`src/rtl/hz_pkg.sv`:
```
package hz_pkg;
  typedef enum logic [1:0] {
    SEL_RF  = 2'd0,
    SEL_EXM = 2'd1,
    SEL_MWB = 2'd2
  } byp_sel_e;

  localparam int unsigned NUM_CONSUMERS = 3;
  localparam int unsigned CONS_A  = 0;
  localparam int unsigned CONS_B  = 1;
  localparam int unsigned CONS_ST = 2;
endpackage

```
`src/rtl/hz_producer_qual.sv`:
```
module hz_producer_qual #(
  parameter int unsigned AW         = 5,
  parameter bit          BLOCK_LOAD = 1'b0
) (
  input  logic          nop,
  input  logic          wen,
  input  logic          rd_mem,
  input  logic [AW-1:0] dst,
  output logic          ok
);
  function automatic logic writes_real_reg(input logic n, input logic w,
                                           input logic [AW-1:0] d);
    return !n && w && (d != '0);
  endfunction

  logic base_ok;
  assign base_ok = writes_real_reg(nop, wen, dst);

  generate
    if (BLOCK_LOAD) begin : g_block
      assign ok = base_ok && !rd_mem;
    end else begin : g_pass
      logic unused_rd;
      assign unused_rd = rd_mem;
      assign ok = base_ok;
    end
  endgenerate
endmodule

```
`src/rtl/hz_src_pick.sv`:
```
module hz_src_pick
  import hz_pkg::*;
#(
  parameter int unsigned AW = 5
) (
  input  logic          en,
  input  logic [AW-1:0] src,
  input  logic          exm_ok,
  input  logic [AW-1:0] exm_dst,
  input  logic          mwb_ok,
  input  logic [AW-1:0] mwb_dst,
  output logic          hit_exm,
  output logic          hit_mwb,
  output byp_sel_e      sel
);
  assign hit_exm = en && exm_ok && (exm_dst == src);
  assign hit_mwb = en && mwb_ok && (mwb_dst == src);

  always_comb begin
    if (hit_exm)      sel = SEL_EXM;
    else if (hit_mwb) sel = SEL_MWB;
    else              sel = SEL_RF;
  end
endmodule

```
`src/rtl/hz_load_use.sv`:
```
module hz_load_use #(
  parameter int unsigned AW = 5
) (
  input  logic          id_nop,
  input  logic [AW-1:0] id_rs,
  input  logic [AW-1:0] id_rt,
  input  logic          id_uses_rt,
  input  logic          ex_nop,
  input  logic          ex_rd_mem,
  input  logic          ex_wen,
  input  logic [AW-1:0] ex_dst,
  output logic          load_in_ex,
  output logic          rs_dep,
  output logic          rt_dep,
  output logic          stall
);
  assign load_in_ex = !ex_nop && ex_rd_mem && ex_wen && (ex_dst != '0);
  assign rs_dep     = !id_nop && (id_rs == ex_dst);
  assign rt_dep     = !id_nop && id_uses_rt && (id_rt == ex_dst);
  assign stall      = load_in_ex && (rs_dep || rt_dep);
endmodule

```
`src/rtl/hz_unit.sv`:
```
module hz_unit
  import hz_pkg::*;
#(
  parameter int unsigned AW = 5
) (
  input  logic          clk,
  input  logic          rst_n,
  input  logic          id_nop,
  input  logic [AW-1:0] id_rs,
  input  logic [AW-1:0] id_rt,
  input  logic          id_uses_rt,
  input  logic          ex_nop,
  input  logic [AW-1:0] ex_rs,
  input  logic [AW-1:0] ex_rt,
  input  logic [AW-1:0] ex_dst,
  input  logic          ex_wen,
  input  logic          ex_is_itype,
  input  logic          ex_rd_mem,
  input  logic          ex_wr_mem,
  input  logic          mem_nop,
  input  logic [AW-1:0] mem_dst,
  input  logic          mem_wen,
  input  logic          mem_rd_mem,
  input  logic          wb_nop,
  input  logic [AW-1:0] wb_dst,
  input  logic          wb_wen,
  output logic [1:0]    sel_a,
  output logic [1:0]    sel_b,
  output logic [1:0]    sel_st,
  output logic          stall
);
  localparam int unsigned NC = NUM_CONSUMERS;

  // Producer qualification: the EX/MEM copy refuses loads, MEM/WB accepts them.
  logic exm_ok, mwb_ok;

  hz_producer_qual #(.AW(AW), .BLOCK_LOAD(1'b1)) u_q_exm (
    .nop(mem_nop), .wen(mem_wen), .rd_mem(mem_rd_mem), .dst(mem_dst), .ok(exm_ok)
  );

  hz_producer_qual #(.AW(AW), .BLOCK_LOAD(1'b0)) u_q_mwb (
    .nop(wb_nop), .wen(wb_wen), .rd_mem(1'b0), .dst(wb_dst), .ok(mwb_ok)
  );

  // Consumers in execute: operand A, operand B, store data.
  logic [AW-1:0] c_src [NC];
  logic          c_en  [NC];
  logic          c_hit_exm [NC];
  logic          c_hit_mwb [NC];
  byp_sel_e      c_sel [NC];

  assign c_src[CONS_A]  = ex_rs;
  assign c_src[CONS_B]  = ex_rt;
  assign c_src[CONS_ST] = ex_rt;
  assign c_en[CONS_A]   = !ex_nop;
  assign c_en[CONS_B]   = !ex_nop && !ex_is_itype;
  assign c_en[CONS_ST]  = !ex_nop && ex_wr_mem;

  generate
    for (genvar g = 0; g < NC; g++) begin : g_cons
      hz_src_pick #(.AW(AW)) u_pick (
        .en(c_en[g]), .src(c_src[g]),
        .exm_ok(exm_ok), .exm_dst(mem_dst),
        .mwb_ok(mwb_ok), .mwb_dst(wb_dst),
        .hit_exm(c_hit_exm[g]), .hit_mwb(c_hit_mwb[g]),
        .sel(c_sel[g])
      );
    end
  endgenerate

  assign sel_a  = c_sel[CONS_A];
  assign sel_b  = c_sel[CONS_B];
  assign sel_st = c_sel[CONS_ST];

  // Load-use interlock
  logic load_in_ex, rs_dep, rt_dep;

  hz_load_use #(.AW(AW)) u_lu (
    .id_nop(id_nop), .id_rs(id_rs), .id_rt(id_rt), .id_uses_rt(id_uses_rt),
    .ex_nop(ex_nop), .ex_rd_mem(ex_rd_mem), .ex_wen(ex_wen), .ex_dst(ex_dst),
    .load_in_ex(load_in_ex), .rs_dep(rs_dep), .rt_dep(rt_dep), .stall(stall)
  );

  // Checks
  a_r1_exm_source_valid: assert property (@(posedge clk) disable iff (!rst_n)
    (sel_a == 2'd1) |-> (!mem_nop && mem_wen && mem_dst != '0 && mem_dst == ex_rs));

  a_r2_exm_wins: assert property (@(posedge clk) disable iff (!rst_n)
    (c_hit_exm[CONS_A] && c_hit_mwb[CONS_A]) |-> (sel_a == 2'd1));

  a_r3_mwb_source_valid: assert property (@(posedge clk) disable iff (!rst_n)
    (sel_a == 2'd2) |-> (!wb_nop && wb_wen && wb_dst != '0 && wb_dst == ex_rs));

  a_r4_code_legal: assert property (@(posedge clk) disable iff (!rst_n)
    (sel_a != 2'd3) && (sel_b != 2'd3) && (sel_st != 2'd3));

  a_r5_imm_no_bypass: assert property (@(posedge clk) disable iff (!rst_n)
    ex_is_itype |-> (sel_b == 2'd0));

  a_r6_store_only: assert property (@(posedge clk) disable iff (!rst_n)
    !ex_wr_mem |-> (sel_st == 2'd0));

  a_r7_bubble_quiet: assert property (@(posedge clk) disable iff (!rst_n)
    ex_nop |-> (sel_a == 2'd0 && sel_b == 2'd0 && sel_st == 2'd0 && !stall));

  a_r8_stall_needs_load: assert property (@(posedge clk) disable iff (!rst_n)
    stall |-> (ex_rd_mem && !ex_nop && !id_nop && ex_dst != '0));

  a_r9_rt_needs_read: assert property (@(posedge clk) disable iff (!rst_n)
    (stall && !id_uses_rt) |-> (id_rs == ex_dst));

  a_r10_no_load_from_exm: assert property (@(posedge clk) disable iff (!rst_n)
    mem_rd_mem |-> (sel_a != 2'd1 && sel_b != 2'd1 && sel_st != 2'd1));
endmodule

```
`config.mk`:
```
export PLATFORM = sky130hd
export DESIGN_NAME = hz_unit
export DESIGN_NICKNAME = d
export VERILOG_FILES = /design/src/rtl/hz_pkg.sv /design/src/rtl/hz_producer_qual.sv /design/src/rtl/hz_src_pick.sv /design/src/rtl/hz_load_use.sv /design/src/rtl/hz_unit.sv
export SDC_FILE = /design/constraint.sdc
export NUM_CORES = 1
export LEC_CHECK = 0
export ABC_AREA = 1
export BUFFER_PORTS_ARGS = -buffer_cell sky130_fd_sc_hd__buf_4
export CAP_MARGIN = 20
export CORE_MARGIN = 10
export CORE_UTILIZATION = 44
export DETAILED_ROUTE_END_ITERATION = 10
export PLACE_DENSITY = 0.9
export REMOVE_ABC_BUFFERS = 1
export SLEW_MARGIN = 20
export SYNTH_ARGS = -nofsm -noshare
export SYNTH_HDL_FRONTEND = slang
export SYNTH_SLANG_ARGS = --single-unit
```
`constraint.sdc`:
```
create_clock -name vclk -period 1.23
set_input_delay 0.123 -clock vclk [all_inputs]
set_output_delay 0.123 -clock vclk [all_outputs]
set_load 0.005 [all_outputs]
```
==> flow_metrics.tcl, run 1 <==
set metrics [dict create \
    p_int_mw 0.161 \
    p_switching_mw 0.134 \
    combPwrFrac 1.000 \
    ant_nets 0 \
    avgSynthCellArea_um2 4.29 \
    synth_area_leaders "nand2_1, inv_1, nor2_1" \
    finalWorstSetupSlack_ns 0.142 \
    period_needed_ns 1.09 \
    vias_per_cell 4.49 \
    min_to "stall" \
    power_density_nw_per_um2 274 \
    worstPathArrival_ns 0.97 \
    grt_max_degree 5 \
    cp-start-kind "input pin" \
    drt_iter0_drc 18 \
    power_leakage_nw 0.698 \
    synth.cell_area_um2 673 \
    die_h_um 59.1 \
    syn_inst 157 \
    io_pins 56 \
    crit_type "in -> out" \
    dp_hpwl_um 2180 \
    syn_to_final_growth_pct 59.9 \
    dieArea_um2 3490 \
    nFlopsAndLatches 0 \
    postCtsSetupBuffers 0 \
    hold_class "in -> out" \
    end_kind "primary output" \
    ir_worst_vdd_uv 175 \
    grtUsageTotal 0.125 \
    first_global_vias 945 \
    routabilityCongestion 0.853 \
    io_buffers 54 \
    cap_violations 0 \
    switching_share 0.454 \
    yosys_warnings 0 \
    synth_cell_types 12 \
    max-slew-margin-rel 0.868 \
    grt_pass1_wl_um 3760 \
    rsz0062_at_grt "no" \
    via_count 1006 \
    drc 0 \
    first_pass_iters 4 \
    hold_violations 0 \
    status "complete, no violations" \
    setup_viol 0 \
    min_from "id_nop" \
    yosysMostFrequentCell "nand2_1" \
    slew_violations 0 \
    place_ws_ns 0.144 \
    drt_wl_total_um 2330 \
    crit_fanout 4 \
    wire_per_inst_um 10.4 \
    overflow 0 \
    worstHoldPathCells 5 \
    seq_area_frac_synth 0 \
    netlist.top_cell.by_area "nand2_1" \
    drive_above_1_share 0.269 \
    hold_buffers 0 \
    fp.coreArea_um2 1470 \
    clkPwrFrac 0 \
    num_antenna_cells 0 \
    sequentialPowerShare 0 \
    n_clock_buffer 0 \
    initial_core_util 0.457 \
    synth_top_area_frac 0.357 \
    rows 14 \
    required_ns 1.11 \
    max_freq_ghz 0.919 \
    regArea_um2 0 \
    yosys-top-cells-count "nand2_1, inv_1, nor2_1" \
    period_share 0.885 \
    fp.dieW_um 59.1 \
    finish.net_count 259 \
    tns_ns 0 \
    tightest_slew_ns 0.197 \
    antenna_found_initial 0 \
    cts-resized-gates 0 \
]
## power groups by stage
stage	clock, mW	sequential [mW]	combinational, mW
2_1_floorplan	0	0	0.130
3_3_place_gp	0	0	0.288
3_5_place_dp	0	0	0.295
6_report	0	0	0.295
4_1_cts	0	0	0.296
5_1_grt	0	0	0.332
## critical path: stages
cell	delay, ns
buf_4	0.10
inv_1	0.05
nand2_1	0.05
nand2_1	0.04
nor2_1	0.14
nand3_1	0.12
nor2_1	0.15
nor2_1	0.06
buf_4	0.13
## layer usage
layer  share of wire  track usage  vias to the layer above
li1                -            -                      564
met1            0.40        0.130                      403
met2            0.48        0.240                       39
met3            0.12       0.0515                        0
met4               0            0                        0
met5               0            0                        -
## per-stage QoR
step                total power [mW]  instance area, um^2  hold WS, ns  instances  utilization
floorplan                      0.130                  651        0.355        154            -
global placement               0.288                 1080        0.590        224        0.731
detailed placement             0.295                 1080        0.590        224        0.731
CTS                            0.296                 1080        0.590        224        0.731
global route                   0.332                 1080        0.631        224        0.731
finish                         0.295                 1080        0.588        224        0.731
## final cells by class
cell class | count | area, um^2
fillers | 138 | 395
inverters | 36 | 135
multi-input cells | 118 | 515
well taps | 16 | 20.0
repair buffers | 54 | 405
## cells by family (layout without fill, tap and decap cells)
family | after synthesis | after routing | synth area share
compound gates | 6 | 6 | 0.0483
xor+xnor | 6 | 6 | 0.0781
buf+inv | 39 | 90 | 0.234
simple gates | 106 | 106 | 0.639
## cell usage in the layout (no fill, tap or decap)
cell type,n
nand2_1,64
buf_4,54
inv_1,35
nor2_1,28
nand3_1,7
nand4_1,6
xnor2_1,6
a21oi_1,4
inv_2,1
nor3b_2,1
o211ai_1,1
o21ai_0,1
## worst max path at each step
stage / start / endpoint / slack (ns) / cells past startpoint
finish: mem_dst[0] / sel_st[1] / 0.14 / 9
global route: mem_dst[0] / sel_st[1] / 0.02 / 9
CTS: mem_dst[0] / sel_st[1] / 0.14 / 9
detailed placement: mem_dst[0] / sel_st[1] / 0.14 / 9
global placement: mem_dst[0] / sel_st[1] / 0.16 / 9
floorplan: mem_rd_mem / sel_b[1] / 0.45 / 4
(Power assumes the default switching activity.)
==> inputs of run 2 (changes only) <==
Settings changed: ABC_AREA 1 to default, CORE_UTILIZATION 44 to 36, PLACE_DENSITY 0.9 to 0.85, SLEW_MARGIN 20 to default.
Clock period 1.23 ns to 1.2 ns, I/O delays scaled along.
==> run 2 against run 1 <==
The run now ends with setup timing left; global-route usage is 3.9 points higher; flip-flop and latch count unchanged; via count fell by 3.5%; synthesized cell count fell by 57%; cell area rose by 15%; setup slack worse by 0.59 ns; utilization rose by 24 points; non-clock buffer count is 23 higher; routed wire length is 72% higher; total power is 50% higher; hold slack got worse by 0.074 ns.
==> flow_metrics.tcl, run 2 <==
set metrics [dict create \
    clkPwrFrac 0 \
    ant_nets 0 \
    place_ws_ns -0.395 \
    fp.dieW_um 56.9 \
    ir_worst_vdd_uv 236 \
    sequentialPowerShare 0 \
    via_count 971 \
    yosys_warnings 0 \
    power_leakage_nw 0.572 \
    yosys-top-cells-count "xnor2_1, xor2_1, nor4_1" \
    dpl-instance-area_um2 1050 \
    tns_ns -2.34 \
    netlist.top_cell.by_area "xnor2_1" \
    required_ns 1.08 \
    grt_pass1_wl_um 4510 \
    p_switching_mw 0.194 \
    drt_iter0_drc 37 \
    grtUsageTotal 0.165 \
    hold_violations 0 \
    max-slew-margin-rel 0.740 \
    fp.coreArea_um2 1280 \
    regArea_um2 0 \
    slew_violations 0 \
    crit_type "in -> out" \
    syn_to_final_growth_pct 154 \
    max_freq_ghz 0.608 \
    tightest_slew_ns 0.380 \
    hold_buffers 0 \
    io_pins 56 \
    rows 13 \
    die_h_um 56.9 \
    io_buffers 54 \
    place.detailed.instances 155 \
    finalWorstSetupSlack_ns -0.445 \
    synth_top_area_frac 0.286 \
    drive_above_1_share 0.690 \
    cp-start-kind "input pin" \
    nFlopsAndLatches 0 \
    finish.net_count 193 \
    status "finished with violations" \
    layout_commonest_cell "buf_4" \
    worstPathArrival_ns 1.53 \
    timing.hold.ws_ns 0.514 \
    switching_share 0.438 \
    drc 0 \
    rsz0062_at_grt "yes" \
    p_total_mw 0.443 \
    vias_per_cell 6.18 \
    utilization 0.967 \
    antenna_found_initial 0 \
    period_share 1.37 \
    end_kind "primary output" \
    first_pass_iters 4 \
    synth_area_leaders "xnor2_1, xor2_1, nor4_1" \
    syn_inst 68 \
    dieArea_um2 3230 \
    num_antenna_cells 0 \
    yosysMostFrequentCell "xnor2_1" \
    synth_cell_types 22 \
    first_global_vias 944 \
    hold_class "in -> out" \
    combPwrFrac 1.000 \
    final_cell_mix "buf_4, xnor2_1, xor2_1" \
    period_needed_ns 1.65 \
    p_int_mw 0.249 \
    crit_fanout 2 \
    overflow 0 \
    dp_hpwl_um 2180 \
    setup_viol 7 \
    synth.cell_area_um2 489 \
    drt_wl_total_um 4010 \
    layout.cells.non_filler 157 \
    avgSynthCellArea_um2 7.19 \
    power_density_nw_per_um2 357 \
    grt_max_degree 7 \
    initial_core_util 0.381 \
    violations "setup timing" \
    cap_violations 0 \
    wire_per_inst_um 25.5 \
    seq_area_frac_synth 0 \
    n_clock_buffer 0 \
    routabilityCongestion 0.955 \
    final_area_um2 1240 \
]
==> run 2: cell types whose count changed after synthesis, sizes merged, moves of 3 or more <==
cell | before | now
a21oi | 4 | 1
inv | 36 | 4
nand2 | 64 | 4
nand3 | 7 | 3
nand4 | 6 | 1
nor2 | 28 | 2
nor4 | 0 | 5
or4 | 0 | 4
xnor2 | 6 | 16
xor2 | 0 | 11
==> run 2: layout make-up <==
cell class / count / area [um^2]
multi-input combinational: 61 / 589
inverter: 4 / 15.0
fill: 23 / 42.5
tap: 15 / 18.8
timing repair buffer: 77 / 619
==> run 2: cell families (layout without fill, tap and decap cells) <==
logic type      count (synthesis)  in the layout  share of synthesized area
compound gates                  7              7                     0.0998
buf+inv                         7             81                     0.0767
simple gates                   27             27                      0.340
xor+xnor                       27             27                      0.483
==> run 2: worst max-delay path, stage by stage <==
cell and delay, ns:
buf_6 0.10, buf_6 0.12, xnor2_2 0.15, nand2_1 0.11, or4_4 0.57, nor3b_2 0.21
buf_4 0.14
==> run 2: routing by layer <==
| layer | vias to the layer above | wire length, um | share of wire | GRT usage |
|---|---|---|---|---|
| li1 | 392 | - | - | - |
| met1 | 437 | 1350 | 0.34 | 0.172 |
| met2 | 113 | 1890 | 0.47 | 0.306 |
| met3 | 29 | 495 | 0.12 | 0.0607 |
| met4 | 0 | 262 | 0.065 | 0.0302 |
| met5 | - | 0 | 0 | 0 |
==> run 2: what timing repair did <==
item                       4_1_cts  5_1_grt
gates cloned                     0        0
gates resized for setup         21       14
buffers inserted                 1        1
setup endpoints to repair        7        7
pin swaps                       13       12
==> run 2: path summary, 6_finish.rpt <==
path / slack [ns] / end / start / cells after the start
min: 0.51 / sel_b[0] / ex_is_itype / 3
max: -0.45 / sel_st[0] / mem_dst[2] / 7
==> run 2: power by group through the flow <==
stage / Combinational [mW] / Clock (mW) / Sequential, mW
floorplan: 0.104 / 0 / 0
global placement: 0.320 / 0 / 0
detailed placement: 0.328 / 0 / 0
CTS: 0.360 / 0 / 0
global route: 0.460 / 0 / 0
finish: 0.443 / 0 / 0
